--- src/rtl/qest_pkg.sv ---
package qest_pkg;
    localparam int WORD    = 64;
    localparam int HALF    = WORD / 2;
    localparam int DWIDE   = 2 * WORD;
    localparam int LAT_MAX = 3 * HALF + 14;

    typedef logic [WORD-1:0]  word_t;
    typedef logic [HALF-1:0]  half_t;
    typedef logic [DWIDE-1:0] wide_t;

    typedef enum logic [2:0] {
        S_IDLE,
        S_HDIV,
        S_MUL,
        S_FIX,
        S_LDIV,
        S_DONE
    } qstate_e;

    typedef struct packed {
        word_t num_hi;
        word_t num_lo;
        word_t den;
    } qop_t;

    // A digit estimate overflows 32 bits when the divisor top, scaled up, fits in the partial dividend
    function automatic logic digit_saturates(half_t den_top, word_t part);
        return {den_top, {HALF{1'b0}}} <= part;
    endfunction
endpackage

--- src/rtl/qest_udiv.sv ---
// Serial restoring divide: 2*DW-bit numerator over DW-bit divisor, DW-bit quotient.
// Precondition: numerator upper half below the divisor.
module qest_udiv #(
    parameter int DW = 32
) (
    input  logic            clk,
    input  logic            rst,
    input  logic            go,
    input  logic [2*DW-1:0] num,
    input  logic [DW-1:0]   den,
    output logic            fin,
    output logic [DW-1:0]   quo
);
    localparam int CW = $clog2(DW);

    logic [DW-1:0] part_q, shf_q, dv_q;
    logic [CW-1:0] cnt_q;
    logic          run_q, fin_q;
    logic [DW:0]   trial, diff;
    logic          take;

    always_comb begin
        trial = {part_q, shf_q[DW-1]};
        take  = trial >= {1'b0, dv_q};
        diff  = trial - {1'b0, dv_q};
    end

    always_ff @(posedge clk) begin
        if (rst) begin
            part_q <= '0;
            shf_q  <= '0;
            dv_q   <= '0;
            cnt_q  <= '0;
            run_q  <= 1'b0;
            fin_q  <= 1'b0;
        end else begin
            fin_q <= 1'b0;
            if (go) begin
                part_q <= num[2*DW-1:DW];
                shf_q  <= num[DW-1:0];
                dv_q   <= den;
                cnt_q  <= '0;
                run_q  <= 1'b1;
            end else if (run_q) begin
                part_q <= take ? diff[DW-1:0] : trial[DW-1:0];
                shf_q  <= {shf_q[DW-2:0], take};
                cnt_q  <= cnt_q + 1'b1;
                if (cnt_q == CW'(DW - 1)) begin
                    run_q <= 1'b0;
                    fin_q <= 1'b1;
                end
            end
        end
    end

    assign fin = fin_q;
    assign quo = shf_q;

    // digit division is only launched when its quotient fits the digit
    p_div_pre_r4: assert property (@(posedge clk) disable iff (rst)
        go |-> (num[2*DW-1:DW] < den));
    // the partial remainder stays below the divisor at every step
    p_div_partial_r4: assert property (@(posedge clk) disable iff (rst)
        run_q |-> (part_q < dv_q));
endmodule

--- src/rtl/qest_mul.sv ---
// Serial shift-add multiply: AW-bit multiplicand by BW-bit multiplier, one bit per cycle.
module qest_mul #(
    parameter int AW = 64,
    parameter int BW = 32
) (
    input  logic               clk,
    input  logic               rst,
    input  logic               go,
    input  logic [AW-1:0]      mcand,
    input  logic [BW-1:0]      mplier,
    output logic               fin,
    output logic [AW+BW-1:0]   prod
);
    localparam int PW = AW + BW;
    localparam int CW = $clog2(BW);

    logic [PW-1:0] acc_q, sh_q;
    logic [BW-1:0] m_q;
    logic [CW-1:0] cnt_q;
    logic          run_q, fin_q;

    always_ff @(posedge clk) begin
        if (rst) begin
            acc_q <= '0;
            sh_q  <= '0;
            m_q   <= '0;
            cnt_q <= '0;
            run_q <= 1'b0;
            fin_q <= 1'b0;
        end else begin
            fin_q <= 1'b0;
            if (go) begin
                acc_q <= '0;
                sh_q  <= {{BW{1'b0}}, mcand};
                m_q   <= mplier;
                cnt_q <= '0;
                run_q <= 1'b1;
            end else if (run_q) begin
                if (m_q[0]) acc_q <= acc_q + sh_q;
                sh_q  <= sh_q << 1;
                m_q   <= m_q >> 1;
                cnt_q <= cnt_q + 1'b1;
                if (cnt_q == CW'(BW - 1)) begin
                    run_q <= 1'b0;
                    fin_q <= 1'b1;
                end
            end
        end
    end

    assign fin  = fin_q;
    assign prod = acc_q;

    // every multiplier bit has been consumed when the product is offered
    p_mul_consumed_r4: assert property (@(posedge clk) disable iff (rst)
        fin_q |-> (m_q == '0));
endmodule

--- src/rtl/quot_est128.sv ---
module quot_est128
    import qest_pkg::*;
(
    input  logic        clk,
    input  logic        rst,
    input  logic        start,
    input  logic [63:0] num_hi,
    input  logic [63:0] num_lo,
    input  logic [63:0] den,
    output logic        busy,
    output logic        done,
    output logic [63:0] quot
);
    localparam int MIDLO = HALF;
    localparam int MIDHI = WORD + HALF - 1;

    qstate_e st_q;
    qop_t    op_q;
    half_t   zh_q;
    wide_t   rem_q;
    word_t   quot_q;
    logic    dgo_q, mgo_q;

    half_t            den_top;
    word_t            rem_mid;
    wide_t            align_den;
    word_t            div_num;
    logic             dfin, mfin;
    half_t            dquo;
    logic [WORD+HALF-1:0] mprod;

    always_comb begin
        den_top   = op_q.den[WORD-1:HALF];
        rem_mid   = rem_q[MIDHI:MIDLO];
        align_den = {{HALF{1'b0}}, op_q.den, {HALF{1'b0}}};
        div_num   = (st_q == S_LDIV) ? rem_mid : op_q.num_hi;
    end

    qest_udiv #(.DW(HALF)) u_digit_div (
        .clk (clk),
        .rst (rst),
        .go  (dgo_q),
        .num (div_num),
        .den (den_top),
        .fin (dfin),
        .quo (dquo)
    );

    qest_mul #(.AW(WORD), .BW(HALF)) u_part_mul (
        .clk    (clk),
        .rst    (rst),
        .go     (mgo_q),
        .mcand  (op_q.den),
        .mplier (zh_q),
        .fin    (mfin),
        .prod   (mprod)
    );

    always_ff @(posedge clk) begin
        if (rst) begin
            st_q   <= S_IDLE;
            op_q   <= '0;
            zh_q   <= '0;
            rem_q  <= '0;
            quot_q <= '0;
            dgo_q  <= 1'b0;
            mgo_q  <= 1'b0;
        end else begin
            dgo_q <= 1'b0;
            mgo_q <= 1'b0;
            case (st_q)
                S_IDLE: if (start) begin
                    op_q <= '{num_hi: num_hi, num_lo: num_lo, den: den};
                    if (den <= num_hi) begin
                        quot_q <= '1;
                        st_q   <= S_DONE;
                    end else if (digit_saturates(den[WORD-1:HALF], num_hi)) begin
                        zh_q  <= '1;
                        mgo_q <= 1'b1;
                        st_q  <= S_MUL;
                    end else begin
                        dgo_q <= 1'b1;
                        st_q  <= S_HDIV;
                    end
                end
                S_HDIV: if (dfin) begin
                    zh_q  <= dquo;
                    mgo_q <= 1'b1;
                    st_q  <= S_MUL;
                end
                S_MUL: if (mfin) begin
                    rem_q <= {op_q.num_hi, op_q.num_lo} - {mprod, {HALF{1'b0}}};
                    st_q  <= S_FIX;
                end
                S_FIX: begin
                    if (rem_q[DWIDE-1]) begin
                        rem_q <= rem_q + align_den;
                        zh_q  <= zh_q - 1'b1;
                    end else if (digit_saturates(den_top, rem_mid)) begin
                        quot_q <= {zh_q, {HALF{1'b1}}};
                        st_q   <= S_DONE;
                    end else begin
                        dgo_q <= 1'b1;
                        st_q  <= S_LDIV;
                    end
                end
                S_LDIV: if (dfin) begin
                    quot_q <= {zh_q, dquo};
                    st_q   <= S_DONE;
                end
                S_DONE: st_q <= S_IDLE;
                default: st_q <= S_IDLE;
            endcase
        end
    end

    assign busy = (st_q != S_IDLE);
    assign done = (st_q == S_DONE);
    assign quot = quot_q;

    // Checker state: cycles since start and add-back steps taken
    logic [7:0] lat_q;
    logic [2:0] fix_n_q;
    always_ff @(posedge clk) begin
        if (rst || st_q == S_IDLE) begin
            lat_q   <= '0;
            fix_n_q <= '0;
        end else begin
            lat_q <= lat_q + 1'b1;
            if (st_q == S_FIX && rem_q[DWIDE-1]) fix_n_q <= fix_n_q + 1'b1;
        end
    end

    p_reset_idle_r1: assert property (@(posedge clk)
        rst |=> (!busy && !done && quot == '0));
    p_start_ignored_r2: assert property (@(posedge clk) disable iff (rst)
        (start && busy) |=> $stable(op_q));
    p_sat_fast_r3: assert property (@(posedge clk) disable iff (rst)
        (start && !busy && den <= num_hi) |=> (done && quot == '1));
    p_done_pulse_r5: assert property (@(posedge clk) disable iff (rst)
        done |=> !done);
    p_latency_r6: assert property (@(posedge clk) disable iff (rst)
        busy |-> (lat_q < 8'(LAT_MAX)));
    p_upper_sat_r7: assert property (@(posedge clk) disable iff (rst)
        (start && !busy && den > num_hi && digit_saturates(den[WORD-1:HALF], num_hi))
        |=> (st_q == S_MUL && zh_q == '1));
    p_addback_limit_r8: assert property (@(posedge clk) disable iff (rst)
        busy |-> (fix_n_q <= 3'd2));
    p_hold_r9: assert property (@(posedge clk) disable iff (rst)
        (!busy && !start) |=> $stable(quot));
endmodule

--- config.mk ---
export PLATFORM = sky130hd
export DESIGN_NAME = quot_est128
export DESIGN_NICKNAME = d
export VERILOG_FILES = /design/src/rtl/qest_pkg.sv /design/src/rtl/qest_udiv.sv /design/src/rtl/qest_mul.sv /design/src/rtl/quot_est128.sv
export SDC_FILE = /design/constraint.sdc
export NUM_CORES = 2
export LEC_CHECK = 0
export BUFFER_PORTS_ARGS = -buffer_cell sky130_fd_sc_hd__buf_4
export CAP_MARGIN = 20
export CORE_MARGIN = 5
export CORE_UTILIZATION = 40
export CTS_CLUSTER_SIZE = 8
export DETAILED_ROUTE_END_ITERATION = 12
export GPL_TIMING_DRIVEN = 0
export SYNTH_ARGS = -nofsm -noshare
export SYNTH_HDL_FRONTEND = slang
export SYNTH_SLANG_ARGS = --single-unit
--- constraint.sdc ---
create_clock -name clk -period 3.8 [get_ports clk]
set_input_delay 0.76 -clock clk [delete_from_list [all_inputs] [get_ports clk]]
set_output_delay 0.76 -clock clk [all_outputs]
set_load 0.05 [all_outputs]
-- Yosys cells after proc, flatten, opt, wreduce, memory -nomap -nowiden
Cells that the tools add are included.
- register bits after elaboration: 755
- bits of input ports: 195
- output and inout bits: 66
- word-level logic and storage cells: 124
- $add $sub $neg: 7
- $lt $le $gt $ge: 4
- equal/unequal tests: 17
- muxes and demuxes: 53
- bitwise gates (word level): 2
- reduce and logical (&&, ||, !) cells: 18
- operators by type and width (operator ; number):
    2-to-1 mux 64 bit ; 8
    2-to-1 mux 32 bit ; 12
    2-to-1 mux 128 bit ; 2
    case mux 128 bit (2 select lines) ; 1
    <= comparator 64 bit ; 3
    case mux 64 bit (3 select lines) ; 1
    adder 128 x 96 -> 128 bit ; 1
    subtractor 128 bit ; 1
    adder 96 bit ; 1
    case mux 32 bit (3 select lines) ; 1
    greater-or-equal comparator 33 x 32 -> 1 bit ; 1
    subtractor 32 x 1 -> 32 bit (second input constant) ; 1
    subtractor 32 bit ; 1
    2-to-1 mux 1 bit ; 18
    2-to-1 mux 3 bit ; 6
    case mux 3 bit (5 select lines) ; 1
    != test 2 bit (second input constant) ; 7
    AND reduction 6 bit ; 2
    adder 5 x 1 -> 5 bit (second input constant) ; 2
    == test 5 bit (second input constant) ; 2
    nonzero test 3 bit ; 3
    == test 3 x 2 -> 1 bit (second input constant) ; 2
    == test 3 bit (second input constant) ; 2
    != test 2 x 1 -> 1 bit (second input constant) ; 3
    11 further kinds ; 19

-- Longest topological paths before layout
- depth in word-level cells: 5
- gate-level depth with buffers: 16
- gate-level depth less buffers: 15

-- Cells and area by module
From an unflattened synthesis, not the netlist that was laid out.
- cell total of the unflattened synthesis: 6759
- area, all modules: 49254.7 µm²
- modules (own cells, without submodules) (module ; times used ; cells each ; area each (µm²)):
    quot_est128 ; 1 ; 3989 ; 27961.8
    qest_mul ; 1 ; 1970 ; 14980.6
    qest_udiv ; 1 ; 800 ; 6312.3

-- Least setup slack after synthesis
No wires, ideal clock.
- path type: reg2reg
- from: register rem_q[32]
- to: register rem_q[124]
- library setup time: 0.079 ns
- arrival: 3.736 ns
- setup slack: -0.015 ns
- cell stages (with the launch flop): 16
- path through: dfxtp_1 ha_1 inv_1 fa_1 nor2b_1 o31ai_1 a211o_1 nand2_1 a311oi_1 o221a_2 o41ai_1 a31oi_1 nor2_1 nand3_1 or3b_2 o211ai_1
- word-level cells in the longest chain between the ends: 3
- ends and longest elaborated chain (item ; line ; text):
    start, declared ; quot_est128.sv:20 ; wide_t rem_q;
    start signal, assigned ; quot_est128.sv:92 ; rem_q <= {op_q.num_hi, op_q.num_lo} - {mprod, {HALF{1'b0}}};
    start signal, assigned ; quot_est128.sv:97 ; rem_q <= rem_q + align_den;
    adder 128 x 96 -> 128 bit ; quot_est128.sv:97 ;
    2-to-1 mux 128 bit ; quot_est128.sv:96 ; if (rem_q[DWIDE-1]) begin
    case mux 128 bit (2 select lines) ; quot_est128.sv:71 ; case (st_q)
No other way between the ends. The select of a mux whose other input is x is not followed.
A chain may end at the register's enable or synchronous reset.

-- Worst setup path after layout
- from: register op_q[157] (netlist name)
- to: register rem_q[126]
- word-level cells in the longest chain between the ends: 3
- ends and longest elaborated chain (item ; line ; text):
    start, declared ; quot_est128.sv:18 ; qop_t op_q;
    start signal, assigned ; quot_est128.sv:73 ; op_q <= '{num_hi: num_hi, num_lo: num_lo, den: den};
    subtractor 128 bit ; quot_est128.sv:92 ;
    2-to-1 mux 128 bit ; quot_est128.sv:91 ; S_MUL: if (mfin) begin
    case mux 128 bit (2 select lines) ; quot_est128.sv:71 ;
No other way between the ends. The select of a mux whose other input is x is not followed.

==> results_tabular.tex <==
\begin{tabular}{lr}
\hline
Metric & Value \\
\hline
\multicolumn{2}{l}{\textbf{GRT}} \\
Via count of the first global-routing pass & around 47000 \\
Grt ovf & 0 \\
Number of antenna violations at the first check in global routing & 16 \\
Pin count of the biggest net entering global routing & 14 \\
Global-route usage over all layers & 34.1\% \\
Global-route wire length before repair & around 320 mm \\
\multicolumn{2}{l}{\textbf{Clocking}} \\
Sink Count & about 690 \\
Clk root buf & sky130\_fd\_sc\_hd\_\_clkbuf\_16 \\
Clock Tree Buf Depth & 3 \\
Hold Buf Count CTS & 0 \\
Cts bufs inserted & 98 \\
Number of H-tree branching levels & 3 \\
Clk\_lat worst skew & 0.73 ns \\
Register clock-pin slew on the reported worst setup and hold paths & approximately 0.060 ns \\
CTS tree & done \\
\multicolumn{2}{l}{\textbf{Detailed routing}} \\
Met3 wire len & 21.4 mm \\
Number of remaining DRC errors & 0 \\
Metal2 WL & between 90 and 100 mm \\
Total wire length & 228 mm \\
1st-pass router iterations & 6 \\
WL/cell & between 20 and 30 microns \\
Detailed-route vias per instance & a little over 6 \\
DR top layer & met5 \\
ANT nets after route & 0 \\
Detailed router's first-iteration violation count & $\sim$5600 \\
Routed vias & approximately 52000 \\
Met1 wire length & slightly below 100 mm \\
\multicolumn{2}{l}{\textbf{Synthesis}} \\
Simple-Gate Fraction of Synth Area & 20.3\% \\
Post-synth net total & around 7100 \\
Most frequently used flop master after synthesis & sky130\_fd\_sc\_hd\_\_dfxtp\_1 \\
Area of the mapped netlist & roughly 48000 sq um \\
Ranking of synthesized cells by area & sky130\_fd\_sc\_hd\_\_dfxtp\_1 (29\%), sky130\_fd\_sc\_hd\_\_ha\_1 (10\%), sky130\_fd\_sc\_hd\_\_a21oi\_1 (8.6\%), sky130\_fd\_sc\_hd\_\_nand2\_1 (6.9\%), sky130\_fd\_sc\_hd\_\_nor2\_1 (5.4\%) \\
Post-synth EDFFs & 0 \\
Area share of the leading cell type in the synthesized netlist & between 20\% and 30\% \\
Number of synthesized register bits & 691 \\
Xor and xnor area share after synthesis & roughly 5.0\% \\
Mapped Cells & 6536 \\
Async set-reset flop share out of synthesis & 0\% \\
Multiplexer fraction of the synthesized cell area & $\sim$3.7\% \\
Compound-cell area share of the yosys netlist & 26.1\% \\
Adder-Cell Fraction of Synth Area & between 10\% and 20\% \\
Post-synthesis cell type count & 87 \\
Yosys top cell by area & sky130\_fd\_sc\_hd\_\_dfxtp\_1 \\
Largest family of logic cells by synthesized area & compound AO/OA/AOI/OAI gates \\
Mapped Avg Cell Area & approximately 7.4 sq um \\
Sequential element share of the synthesized area & about 29\% \\
Synth warnings & 0 \\
\multicolumn{2}{l}{\textbf{Critical path}} \\
Cells traversed along the worst timing path & ha\_1 > nand2\_1 > nor2\_1 > a211o\_1 > a221oi\_2 > nand2\_1 > a211oi\_4 > o31a\_1 > o21ai\_4 > a221oi\_2 > xor2\_1 > o32ai\_1 \\
Nature of the critical path endpoint & flip-flop \\
Largest delay contributor family on the critical path & compound AO/OA/AOI/OAI gates \\
Critical Path AT & approximately 4.4 ns \\
Buffers and inverters on the worst path & 0 \\
Library cell contributing the largest single delay on the critical path & sky130\_fd\_sc\_hd\_\_dfxtp\_1 \\
Startpoint class of the critical path & flip-flop \\
Crit Path Class & flip-flop to flip-flop \\
Data required time of the worst path & between 4 and 5 ns \\
Critical Path Fanout Max & 6 \\
Worst stage delay on the critical path & approximately 0.64 ns \\
\multicolumn{2}{l}{\textbf{Place}} \\
Detail Placement HPWL & between 150 and 200 mm \\
Cells after DPL & roughly 8400 \\
Port Buf Inserts & 228 \\
Gp weighted congestion & between 1 and 1.5 \\
\multicolumn{2}{l}{\textbf{Floorplanning}} \\
Die width & approximately 360 microns \\
Number of rows created at floorplan & 127 \\
Std-Cell Core Area & 120000 sq um \\
Starting density of the core & 40.3\% \\
Height of the chip & $\sim$360 microns \\
I/O Pins & between 200 and 300 \\
Die Footprint & approximately 130000 sq um \\
\multicolumn{2}{l}{\textbf{Timing}} \\
Slew Limit Headroom & around 18\% \\
Measured slew at the worst slew-check pin & around 1.2 ns \\
Pins over their slew limit & 0 \\
Final setup violation count & 2 \\
Final Hold Fails & 0 \\
RSZ-0062 raised after global routing & true \\
Period Utilization, post-route & 102\% \\
Fin Clk Skew & approximately 0.035 ns \\
Worst Setup Slack, final & -0.0597 ns \\
Worst hold slack & between 0.2 and 0.3 ns \\
Max Clock Freq & about 0.26 GHz \\
Setup Total Neg Slack & -0.0871 ns \\
Min cycle time layout & between 3 and 4 ns \\
\multicolumn{2}{l}{\textbf{Power and ir drop}} \\
Max rail drop VDD & between 0.7 and 0.8 mV \\
Power per standard cell area & just under 700 nW/um\^{}2 \\
Pwr Total & roughly 40000 uW \\
Static Leakage & between 0.02 and 0.025 uW \\
\multicolumn{2}{l}{\textbf{Run}} \\
Maximum capacitance violations & 0 \\
\multicolumn{2}{l}{\textbf{Worst hold path}} \\
Worst hold path type & input port to flip-flop \\
\multicolumn{2}{l}{\textbf{Outcome}} \\
Result of the run & finished with violations \\
Violations in the final reports & negative setup slack \\
\multicolumn{2}{l}{\textbf{Final layout}} \\
Area used by multi-input combinational logic & about 33000 sq um \\
Area overhead of the layout relative to synthesis & 19.0\% \\
Footprint of the flip-flops and latches & between 10000 and 15000 sq um \\
Number of inserted filler cells in the final layout & approximately 12000 \\
Share of final-layout standard cells stronger than drive strength 1 & between 10\% and 20\% \\
Final cell utilization of the core & a little under half \\
Number of cells in the finished layout apart from fillers & approximately 8500 \\
Net count, final & 7489 \\
\hline
\end{tabular}
## report_power, final
group,switching (uW),internal (uW),leakage (uW)
clock network,3430,4680,0.00130
registers,1740,8250,0.00565
logic,13900,7550,0.0162
## registers in the layout (all words and copies together), names as in the netlist, 3 cells and up
register / cells
op_q: 96
u_digit_div.dv_q: 32
u_part_mul.sh_q: 96
zh_q: 32
u_digit_div.part_q: 32
u_digit_div.cnt_q: 5
align_den: 64
rem_q: 96
u_digit_div.quo: 32
u_part_mul.cnt_q: 5
u_part_mul.m_q: 32
st_q: 3
quot: 64
u_part_mul.prod: 96
## worst register-to-register path: stages, from the launching register on
cell                       delay (ns)
sky130_fd_sc_hd__dfxtp_1         0.64
sky130_fd_sc_hd__ha_1            0.41
sky130_fd_sc_hd__nand2_1         0.19
sky130_fd_sc_hd__nor2_1          0.09
sky130_fd_sc_hd__a211o_1         0.33
sky130_fd_sc_hd__a221oi_2        0.35
sky130_fd_sc_hd__nand2_1         0.16
sky130_fd_sc_hd__a211oi_4        0.29
sky130_fd_sc_hd__o31a_1          0.39
sky130_fd_sc_hd__o21ai_4         0.12
sky130_fd_sc_hd__a221oi_2        0.28
sky130_fd_sc_hd__xor2_1          0.31
sky130_fd_sc_hd__o32ai_1         0.14
## final cells by class
| type | instances | area share [%] |
|---|---|---|
| Multi-Input combinational cell | 5074 | 58.2 |
| Sequential cell | 691 | 24.3 |
| Timing Repair Buffer | 330 | 4.54 |
| Clock buffer | 113 | 4.48 |
| Tap cell | 1612 | 3.51 |
| Buffer | 357 | 2.44 |
| Inverter | 351 | 2.30 |
| Clock inverter | 6 | 0.131 |
| Antenna cell | 12 | 0.0523 |
## kinds of logic after synthesis
kind of cell	count (synthesis)
adders and majority gates	391
and+or+nand+nor	2211
muxes	176
xor gates and xnor gates	274
DFF	691
buffers and inverters	771
AOI/OAI and AO/OA	2022
## metal layers
metal / vias up / GRT usage [%]
li1: 23900 / -
met1: 24900 / 46.9
met2: 2401 / 50.6
met3: 460 / 7.09
met4: 8 / 17.3
met5: - / 0
## synth_stat cells, drive strengths merged, types with 25 or more instances
master,count
a221oi,65
xor2,99
ha,387
buf,59
nand2,889
o21a,40
a21o,207
o21bai,76
a21oi,827
nand3,85
nor4,49
a211oi,137
o21ai,297
nand4,127
o211ai,26
clkbuf,361
nor2b,64
mux2i,174
o22ai,58
or3,25
inv,351
nor3,110
nor2,691
dfxtp,691
nand2b,35
and3,37
a31oi,52
xnor2,175
a311oi,48
o31ai,33
## what timing repair did
item | 4_1_cts | 5_1_grt
endpoints found under the setup margin | 242 | 167
setup buffers | 46 | 39
pin swaps | 52 | 56
gates resized for setup | 292 | 229
## final timing paths
| kind | startpoint | slack (ns) | cells past startpoint | end |
|---|---|---|---|---|
| worst max-delay path | op_q[157] | -0.06 | 12 | rem_q[126] |
| worst min-delay path | den[47] | 0.29 | 3 | align_den[79] |
| worst max register to register | op_q[157] | -0.06 | 12 | rem_q[126] |
| worst min register to register | op_q[125] | 0.46 | 2 | op_q[125] |
## per-stage QoR
stage / instance area, sq um / worst slack (ns)
5_1_grt: 57400 / -0.0911
3_3_place_gp: 52000 / -2.33
6_report: 57400 / -0.0597
2_1_floorplan: 48300 / 0.00883
4_1_cts: 56300 / -0.0600
3_5_place_dp: 52200 / -1.78
## placed cells by master, fill, tap and decap left out, drive strengths merged, types with 37 or more instances in the layout
cell type,instances
nand4,127
nor2,691
a21o,207
a221oi,65
clkbuf,411
nor4,49
a21oi,827
a31oi,52
o21ai,297
nand2,889
and3,37
a211oi,137
xor2,99
dfxtp,691
nor3,110
nand3,85
a311oi,48
xnor2,175
o21bai,76
inv,353
ha,387
mux2i,174
buf,389
o22ai,58
nor2b,64
o21a,40
No activity file was read; power rests on OpenSTA's default activity.
